--- src/rtl/cmpflag_pkg.sv ---
package cmpflag_pkg;
    typedef enum logic [1:0] {
        CMP_REG   = 2'd0,
        CMP_CHAIN = 2'd1,
        CMP_IMM   = 2'd2,
        CMP_ALT   = 2'd3
    } cmp_op_e;

    typedef struct packed {
        logic z;
        logic c;
        logic n;
        logic v;
        logic s;
        logic h;
    } flags_t;
endpackage

--- src/rtl/cmpflag_sub.sv ---
module cmpflag_sub #(
    parameter int W = 8
) (
    input  logic [W-1:0] a,
    input  logic [W-1:0] b,
    input  logic         bin,
    output logic [W-1:0] diff,
    output logic         bout,
    output logic         hbout
);
    localparam int HB = W / 2;

    logic [W:0] brw;

    assign brw[0] = bin;

    // Ripple borrow chain, one stage per bit.
    for (genvar i = 0; i < W; i++) begin : g_bit
        assign diff[i]  = a[i] ^ b[i] ^ brw[i];
        assign brw[i+1] = (~a[i] & b[i]) | (~(a[i] ^ b[i]) & brw[i]);
    end

    assign bout  = brw[W];
    assign hbout = brw[HB];
endmodule

--- src/rtl/cmpflag_eval.sv ---
module cmpflag_eval
    import cmpflag_pkg::*;
#(
    parameter int W = 8
) (
    input  logic [W-1:0] a,
    input  logic [W-1:0] b,
    input  logic [W-1:0] diff,
    input  logic         bout,
    input  logic         hbout,
    input  logic         chain,
    input  logic         z_prev,
    output flags_t       flags
);
    localparam int MSB = W - 1;

    logic is_zero;
    logic ovf;

    assign is_zero = (diff == '0);
    // Overflow: the operand signs differ and the result sign differs from a.
    assign ovf = (a[MSB] ^ b[MSB]) & (a[MSB] ^ diff[MSB]);

    always_comb begin
        flags.c = bout;
        flags.h = hbout;
        flags.n = diff[MSB];
        flags.v = ovf;
        flags.s = diff[MSB] ^ ovf;
        flags.z = chain ? (is_zero & z_prev) : is_zero;
    end
endmodule

--- src/rtl/cmpflag_unit.sv ---
module cmpflag_unit
    import cmpflag_pkg::*;
#(
    parameter int W = 8
) (
    input  logic         clk,
    input  logic         rst_n,
    input  logic         cmp_go,
    input  logic [1:0]   cmp_op,
    input  logic [W-1:0] opd,
    input  logic [W-1:0] opr,
    input  logic [W-1:0] imm,
    input  logic         c_in,
    input  logic         z_in,
    output logic         flag_z,
    output logic         flag_c,
    output logic         flag_n,
    output logic         flag_v,
    output logic         flag_s,
    output logic         flag_h
);
    cmp_op_e     op;
    logic [W-1:0] subtr;
    logic         bin;
    logic         chain;
    logic [W-1:0] diff;
    logic         bout;
    logic         hbout;
    flags_t       flags_d;
    flags_t       flags_q;

    assign op = cmp_op_e'(cmp_op);

    // Operand and borrow-in selection per mode.
    always_comb begin
        unique case (op)
            CMP_CHAIN: begin
                subtr = opr;
                bin   = c_in;
                chain = 1'b1;
            end
            CMP_IMM: begin
                subtr = imm;
                bin   = 1'b0;
                chain = 1'b0;
            end
            default: begin
                subtr = opr;
                bin   = 1'b0;
                chain = 1'b0;
            end
        endcase
    end

    cmpflag_sub #(.W(W)) u_sub (
        .a     (opd),
        .b     (subtr),
        .bin   (bin),
        .diff  (diff),
        .bout  (bout),
        .hbout (hbout)
    );

    cmpflag_eval #(.W(W)) u_eval (
        .a      (opd),
        .b      (subtr),
        .diff   (diff),
        .bout   (bout),
        .hbout  (hbout),
        .chain  (chain),
        .z_prev (z_in),
        .flags  (flags_d)
    );

    // Flag register: CLEAR on reset, UPDATE on request, otherwise HOLD.
    always_ff @(posedge clk) begin
        if (!rst_n) begin
            flags_q <= '0;
        end else if (cmp_go) begin
            flags_q <= flags_d;
        end
    end

    always_comb begin
        flag_z = flags_q.z;
        flag_c = flags_q.c;
        flag_n = flags_q.n;
        flag_v = flags_q.v;
        flag_s = flags_q.s;
        flag_h = flags_q.h;
    end
endmodule

--- config.mk ---
export PLATFORM = sky130hd
export DESIGN_NAME = cmpflag_unit
export DESIGN_NICKNAME = d
export VERILOG_FILES = /design/src/rtl/cmpflag_pkg.sv /design/src/rtl/cmpflag_sub.sv /design/src/rtl/cmpflag_eval.sv /design/src/rtl/cmpflag_unit.sv
export SDC_FILE = /design/constraint.sdc
export NUM_CORES = 1
export LEC_CHECK = 0
export BUFFER_PORTS_ARGS = -buffer_cell sky130_fd_sc_hd__clkbuf_2
export CAP_MARGIN = 10
export CELL_PAD_IN_SITES_DETAIL_PLACEMENT = 0
export CELL_PAD_IN_SITES_GLOBAL_PLACEMENT = 2
export CORE_MARGIN = 2
export CORE_UTILIZATION = 25
export CTS_CLUSTER_SIZE = 12
export DETAILED_ROUTE_END_ITERATION = 7
export HOLD_SLACK_MARGIN = 0.12
export PLACE_DENSITY = 0.88
export SLEW_MARGIN = 15
export SYNTH_ARGS = -nofsm -noshare
export SYNTH_HDL_FRONTEND = slang
export SYNTH_SLANG_ARGS = --single-unit
--- constraint.sdc ---
create_clock -name clk -period 7.85 [get_ports clk]
set_input_delay 0.785 -clock clk [delete_from_list [all_inputs] [get_ports clk]]
set_output_delay 0.785 -clock clk [all_outputs]
set_load 0.01 [all_outputs]
## Word level (Yosys, flattened, before mapping)

Index checks and enable logic that the tools add are counted.

- Register bits after elaboration: 6
- Output and inout bits: 6
- Input port bits: 31
- Word-level logic and storage cells: 73

- Eq/ne operators: 2
- Reductions and logical operators: 1
- Mux-type cells: 4
- Bitwise logic cells: 60

Operators with widths:

| cell | number |
|---|---|
| AND 1 bit | 18 |
| bitwise XOR 1 bit | 18 |
| NOT 1 bit | 16 |
| logical NOT 8 bit | 1 |
| 2-to-1 mux 8 bit | 1 |
| OR 1 bit | 8 |
| 2-to-1 mux 1 bit | 3 |
| == test 2 x 1 -> 1 bit (second input constant) | 1 |
| == test 2 bit (second input constant) | 1 |

## Depth between registers and ports, before layout

Gate-level depths: netlist of run 1.

- Depth in word-level cells: 22
- Depth in mapped cells: 15
- Depth with buffers taken out: 15

## Modules after synthesis

Synthesis of run 1 repeated with hierarchy kept, for this count alone.

- Cells, all modules: 72
- Area total of the unflattened synthesis: 700.7 um^2

By module, submodules not included:

| module | area an instance (um^2) | cells each | times used | sequential area each (um^2) |
|---|---|---|---|---|
| cmpflag_unit | 382.9 | 31 | 1 | 120.1 |
| cmpflag_sub | 231.5 | 27 | 1 | 0.0 |
| cmpflag_eval | 86.3 | 14 | 1 | 0.0 |

## Worst setup path before layout of run 1

No wires, ideal clock.

- Kind: input-to-reg
- From: in cmp_op[0]
- To: reg flags_q (netlist bit flag_v)
- Slack: 3,046 ps
- Buffers on the path: 0
- Library setup time: 58 ps
- Data required time: 7,792 ps
- Arrival: 4,746 ps
- Stages on the path: 15
- Cells stage by stage: inv_2 > nand2_4 > mux2i_1 > fa_1 > fa_1 > fa_1 > fa_1 > fa_1 > fa_1 > fa_1 > inv_1 > fa_1 > xor2_1 > nor3b_1 > o21a_1

- Cells in the longest elaborated chain, start to end: 21
- Elaborated cells between the ends (all ways): 43
- Those cells by class: 2 x eq/ne; 2 x mux; 39 x bitwise

RTL lines:

| item | line | RTL |
|---|---|---|
| from (decl) | cmpflag_unit.sv:9 | `input logic [1:0] cmp_op,` |
| == test 2 bit | cmpflag_unit.sv:36 | `unique case (op)` |
| 2-to-1 mux 8 bit | cmpflag_unit.sv:36 |  |
| bitwise XOR 1 bit | cmpflag_sub.sv:20 | `assign brw[i+1] = (~a[i] & b[i]) \| (~(a[i] ^ b[i]) & brw[i]);` |
| NOT 1 bit | cmpflag_sub.sv:20 |  |
| AND 1 bit | cmpflag_sub.sv:20 |  |
| OR 1 bit | cmpflag_sub.sv:20 |  |
| AND 1 bit | cmpflag_sub.sv:20 |  |
| OR 1 bit | cmpflag_sub.sv:20 |  |
| (+5 left out) | n/a |  |
| OR 1 bit | cmpflag_sub.sv:20 |  |
| AND 1 bit | cmpflag_sub.sv:20 |  |
| OR 1 bit | cmpflag_sub.sv:20 |  |
| AND 1 bit | cmpflag_sub.sv:20 |  |
| OR 1 bit | cmpflag_sub.sv:20 |  |
| bitwise XOR 1 bit | cmpflag_sub.sv:19 | `assign diff[i] = a[i] ^ b[i] ^ brw[i];` |
| bitwise XOR 1 bit | cmpflag_eval.sv:22 | `assign ovf = (a[MSB] ^ b[MSB]) & (a[MSB] ^ diff[MSB]);` |
| AND 1 bit (*) | cmpflag_eval.sv:22 |  |
| to (signal assigned) | cmpflag_unit.sv:80 | `flags_q <= flags_d;` |
| to (decl) | cmpflag_unit.sv:30 | `flags_t flags_q;` |

Mark *: on every way between the ends. The rest lies on a longest branch, timed or not.
A chain may end at the register's enable or synchronous reset.

## Worst setup path after layout of run 1

Same ends and word-level chain as after synthesis.

==> run summary, run 1 <==
Synth warnings: 0
Min Clock Period, post-route: 4.85 ns
Setup violations, final: 0
Flops & latches, synth: 6
Layout cells sized above 1: 48.3%
PD cells: 126 mW/mm2
Largest net degree at the start of global routing: 11
Final core utilization: 36.8%
CP Max Fanout: 9
P&R area growth vs syn: 40.0%
Num ports: 37
Routed WL: 1.21 mm
Die Width: 52.0 um
Clock Sink Count: 6
Leak: 0.000437 uW
Crit path required time: 8.04 ns
Distinct cells, synth: 20
Final Power: 102 uW
Initial DRC Count: 8
Vert. Die Dim: 52.0 um
Slew headroom: 80.4%
GP Congestion: 0.650
Vias in the first global route: 486
Port Buffers: 36
Clock slew at reported path FFs: 0.05 ns
WP data arrival: 5.05 ns
Peak supply drop: 0.0000620 V
CTS-repair resized insts: 0
Slew @ Worst Pin: 0.290 ns
Worst Hold Class: reg2reg
Drt wl/cell: 10.5 um
Synthesized area per cell: 11.7 um2
Post CTS Setup Buffer Count: 0
Pre-Repair DR Iteration Count: 4
Core area: 0.00219 mm2
Syn Inst Count: 49
# H-tree levels: 1
Ant diodes: 0
Global-route wire length before repair: 1.99 mm
Sequential share of the synthesized area: 20.9%
Final max-slew violation count: 0
Final Cycle Share: 61.8%
Hold Buf Count CTS: 0
DP HPWL: 1.07 mm
Final hold violation count: 0
Post-Route Skew: 0 ns
Mapped Area: 576 um2
Tot GR Track Use: 10.1%
Skew-Pair Late Insertion Delay: 0.24 ns
Total gr overflow: 0
Fmax: 206 MHz
Routed Antenna Nets: 0
RSZ-0062 raised after global routing: false
TNS Setup: 0 ns
Syn nets: 90
Drc violations: 0
Initial Util: 26.3%
Worst Setup Start Kind: input pin
Vias per inst: 4.19
Worst reg2reg setup slack: 7.14 ns
CP Class: in2reg
Initial antenna violation count: 0
CTS Buffer Depth: 2
CTS tree: yes
Routed via count: 482
Status: complete, no violations
Site row count: 17
NumNets Final: 130
CTS root buffer: clkbuf_4
Max_cap viols: 0
Cts bufs inserted: 3
Critical Path End Type: register
Die footprint: 0.00270 mm2
-- Yosys cell counts --
library cell | number | share of area [%]
ha_1 | 1 | 2.2
o311ai_0 | 1 | 1.5
nand2_4 | 1 | 2.0
dfxtp_1 | 6 | 21
nand2_1 | 3 | 2.0
mux2i_1 | 10 | 17
buf_4 | 1 | 1.3
nor4b_1 | 1 | 1.5
o21a_1 | 1 | 1.3
fa_1 | 9 | 31
mux2_4 | 1 | 2.6
xor2_1 | 1 | 1.5
inv_2 | 1 | 0.65
nand3b_1 | 2 | 2.6
inv_1 | 2 | 1.3
nor2b_1 | 3 | 3.3
o211a_1 | 2 | 3.5
nor3b_1 | 1 | 1.3
o21ai_1 | 1 | 0.87
nor4_1 | 1 | 1.1
-- logic make-up after synthesis --
group / Yosys count / synth area share [%]
muxes: 11 / 20.0
DFF: 6 / 20.9
adders and majority gates: 10 / 33.5
buffers and inverters: 4 / 3.26
AOI/OAI and AO/OA: 5 / 7.17
and+or+nand+nor: 12 / 13.7
xor gates and xnor gates: 1 / 1.52
-- layout make-up --
type	count	area, um2
Clock buffer	3	22.5
Fill cell	221	1390
Inverter	3	11.3
Multi-Input combinational cell	39	437
Sequential cell	6	120
Tap cell	28	35.0
Timing Repair Buffer	36	180
-- final timing paths --
kind | depth (start not counted) | end | start
worst min-delay path | 2 | flag_z$_SDFFE_PN0P_ | flag_z$_SDFFE_PN0P_
worst max register to register | 2 | flag_v$_SDFFE_PN0P_ | flag_v$_SDFFE_PN0P_
worst min register to register | 2 | flag_z$_SDFFE_PN0P_ | flag_z$_SDFFE_PN0P_
worst max-delay path | 16 | flag_v$_SDFFE_PN0P_ | cmp_op[0]
-- per-layer routing --
metal | share of wire, % | vias to the layer above | GRT usage, %
met4 | 0 | 0 | 6.58
li1 | - | 246 | -
met5 | 0 | - | 0
met2 | 46 | 26 | 16.7
met1 | 42 | 210 | 11.2
met3 | 12 | 0 | 2.87
-- sequential cells by signal, summed over array words and instances, names as in the netlist --
register / count
flag_z: 1
flag_c: 1
flag_s: 1
flag_v: 1
flag_n: 1
flag_h: 1
-- cell usage in the layout, fill, tap and decap left out, types with 2 or more instances in the layout --
cell type	instances
fa_1	9
nand3b_1	2
clkbuf_4	3
nor2b_1	3
clkbuf_2	36
mux2i_1	10
o211a_1	2
nand2_1	3
dfxtp_1	6
inv_1	2
-- worst max-delay path, cell delays in order --
cell and delay, ns:
clkbuf_2 0.10, inv_2 0.07, nand2_4 0.11, mux2i_1 0.17
fa_1 0.42, fa_1 0.39, fa_1 0.39, fa_1 0.42
fa_1 0.39, fa_1 0.39, fa_1 0.36, inv_1 0.10
fa_1 0.47, xor2_1 0.17, nor3b_1 0.19, o21a_1 0.13
-- report_power, final --
part           internal, uW  switching [uW]  total [uW]
Clock                  17.3            11.4        28.7
Sequential             33.0            1.23        34.2
Combinational          20.2            18.8        39.0
Total                  70.4            31.4         102
-- through the flow --
step                      hold WS [ns]  cells  worst slack (ns)  cell area (um2)
final                            0.476    115              3.00              806
after global routing             0.509    115              2.78              806
after CTS                        0.482    115              2.97              806
after detailed placement         0.472    112              2.73              783
after global placement           0.475    112              2.75              783
after floorplan                  0.495     49              3.05              576
Power figures use the tool's default switching activity.
==> run 2: changes to the inputs <==
--- a/config.mk
+++ b/config.mk
@@ -10,11 +10,11 @@
 export CELL_PAD_IN_SITES_DETAIL_PLACEMENT = 0
 export CELL_PAD_IN_SITES_GLOBAL_PLACEMENT = 2
 export CORE_MARGIN = 2
-export CORE_UTILIZATION = 25
+export CORE_UTILIZATION = 21
 export CTS_CLUSTER_SIZE = 12
 export DETAILED_ROUTE_END_ITERATION = 7
 export HOLD_SLACK_MARGIN = 0.12
-export PLACE_DENSITY = 0.88
+export PLACE_DENSITY = 0.8
 export SLEW_MARGIN = 15
 export SYNTH_ARGS = -nofsm -noshare
 export SYNTH_HDL_FRONTEND = slang
==> constraint.sdc (replaced) <==
create_clock -name clk -period 4 [get_ports clk]
set_input_delay 0.4 -clock clk [delete_from_list [all_inputs] [get_ports clk]]
set_output_delay 0.4 -clock clk [all_outputs]
set_load 0.01 [all_outputs]
==> run summary, run 2 (synthesis gave the netlist of run 1 again) <==
Status: finished with violations
Failing checks: setup timing
Total gr overflow: 0 (unchanged)
Clock Sink Count: 6 (unchanged)
Layout Cells excl Fill: 122 (+6.1%)
Setup WS post-layout: -0.109 ns (-3.11 ns)
Num ports: 37 (unchanged)
Tot GR Track Use: 10.5% (+0.44 points)
Skew-Pair Late Insertion Delay: 0.24 ns (about the same)
Cts bufs inserted: 3 (unchanged)
DP HPWL: 1.30 mm (+22%)
RSZ-0062 raised after global routing: true
GP Congestion: 0.680 (+4.6%)
Die footprint: 0.00318 mm2 (+18%)
Largest net degree at the start of global routing: 11 (unchanged)
Most common cell after layout, fill and taps aside: clkbuf_2
Multi-input logic area: 505 um2 (+16%)
Final Cycle Share: 103%
WP data arrival: 4.30 ns (-0.75 ns)
Most frequent cells in the layout: clkbuf_2 (34), mux2i_1 (9), fa_2 (8)
Clock slew at reported path FFs: 0.05 ns (about the same)
Pre-Repair DR Iteration Count: 3 (-1)
PD cells: 252 mW/mm2 (+99%)
Global-route wire length before repair: 2.62 mm (+32%)
Final hold violation count: 0 (unchanged)
Ant diodes: 0 (unchanged)
CP Class: in2reg
CTS root buffer: clkbuf_4
Layout cells sized above 1: 65.2% (+17 points)
Crit path required time: 4.19 ns (-3.85 ns)
Initial DRC Count: 1 (-7)
Final max-slew violation count: 0 (unchanged)
Final Cell Area: 935 um2 (+16%)
Routed via count: 517 (+7.3%)
Critical-path top delay cell: fa_2
Worst Setup Start Kind: input pin
Most frequent CP cell: fa_2
Filler cell count in the final layout: 271 (+23%)
# H-tree levels: 1 (unchanged)
Critical Path End Type: register
NumNets Final: 135 (+3.8%)
CTS tree: yes
Routed Antenna Nets: 0 (unchanged)
Sequential cell area: 120 um2 (unchanged)
Max_cap viols: 0 (unchanged)
Peak supply drop: 0.000156 V (+150%)
Vert. Die Dim: 56.4 um (+8.4%)
Drc violations: 0 (unchanged)
Setup violations, final: 1 (+1)
Final Power: 235 uW (+130%)
Core area: 0.00254 mm2 (+16%)
Biggest cell delay along the critical path: 0.47 ns (about the same)
Die Width: 56.4 um (+8.4%)
Min Clock Period, post-route: 4.11 ns
Drt wl/cell: 12.6 um (+20%)
Leak: 0.000465 uW (+6.3%)
Fmax: 243 MHz
Slew @ Worst Pin: 0.291 ns (+0.00122 ns)
Port Buffers: 36 (unchanged)
Post-Place Cells: 117 (+4.5%)
Vias in the first global route: 587 (+21%)
CTS Buffer Depth: 2 (unchanged)
Hold Buf Count CTS: 0 (unchanged)
Initial Util: 22.6% (-3.7 points)
Vias per inst: 4.24 (+1.1%)
Initial antenna violation count: 0 (unchanged)
Site row count: 18 (+1)
Crit path cell chain: buf_8, inv_8, nand2_8, mux2i_4, fa_2, fa_2, fa_2, fa_2, fa_2, fa_2, fa_2, inv_2, fa_2, xor2_2, nor3b_2, o21a_1
Worst Hold Class: in2reg
CP Max Fanout: 3 (-6)
Post-Route Skew: 0 ns (unchanged)
Placed Area: 852 um2 (+8.8%)
Routed WL: 1.54 mm (+27%)
P&R area growth vs syn: 62.4%
Slew headroom: 80.4% (-0.083 points)
run 2: layer usage:
layer	GRT usage, %	vias to the layer above	part of all wire (%)
met2	17.1	25	49
met5	0	-	0
met3	2.30	0	7.6
li1	-	254	-
met1	13.1	238	43
met4	5.10	0	0
run 2: final cells by class:
type | instances | area share [%]
Tap cell | 30 | 4.02
Inverter | 3 | 2.01
Clock buffer | 3 | 2.41
Sequential cell | 6 | 12.9
Multi-Input combinational cell | 39 | 54.1
Timing Repair Buffer | 41 | 24.6
run 2: worst paths after layout:
kind | from | to | slack [ns] | cells past startpoint
worst max-delay path | cmp_op[0] | flag_v$_SDFFE_PN0P_ | -0.11 | 16
worst min-delay path | rst_n | flag_v$_SDFFE_PN0P_ | 0.47 | 2
worst max register to register | flag_v$_SDFFE_PN0P_ | flag_v$_SDFFE_PN0P_ | 3.29 | 2
worst min register to register | flag_h$_SDFFE_PN0P_ | flag_h$_SDFFE_PN0P_ | 0.48 | 1
run 2: worst max-delay path, delay by kind of cell:
| kind | cells | cell delay (ns) |
|---|---|---|
| adder cells (fa/ha/maj) | 8 | 2.96 |
| buffers and inverters | 3 | 0.22 |
| multiplexers | 1 | 0.18 |
| XOR/XNOR | 1 | 0.17 |
| AND/OR/NAND/NOR | 2 | 0.23 |
| AO/OA/AOI/OAI | 1 | 0.12 |
run 2: through the flow:
stage               setup TNS, ns  hold WS, ns  util (%)  worst slack, ns
floorplan                 -0.0873        0.495         -          -0.0873
global placement           -0.816        0.464      33.5           -0.348
detailed placement         -0.958        0.470      33.5           -0.400
CTS                        -0.146        0.456      35.1           -0.121
global route               -0.382        0.485      36.7           -0.223
finish                     -0.109        0.467      36.7           -0.109
run 2: repair_timing:
item / CTS / global route
pin swaps: 0 / 2
buffers inserted: 1 / 1
setup endpoints to repair: 3 / 3
endpoints found under the hold margin: 0 / 0
resized for setup: 3 / 8
run 2: power breakdown:
part           leakage [uW]  switching (uW)  internal, uW  total (uW)
Sequential        0.0000494            2.23          64.7        66.9
Clock             0.0000138            20.7          33.9        54.6
Combinational      0.000402            51.4          62.4         114
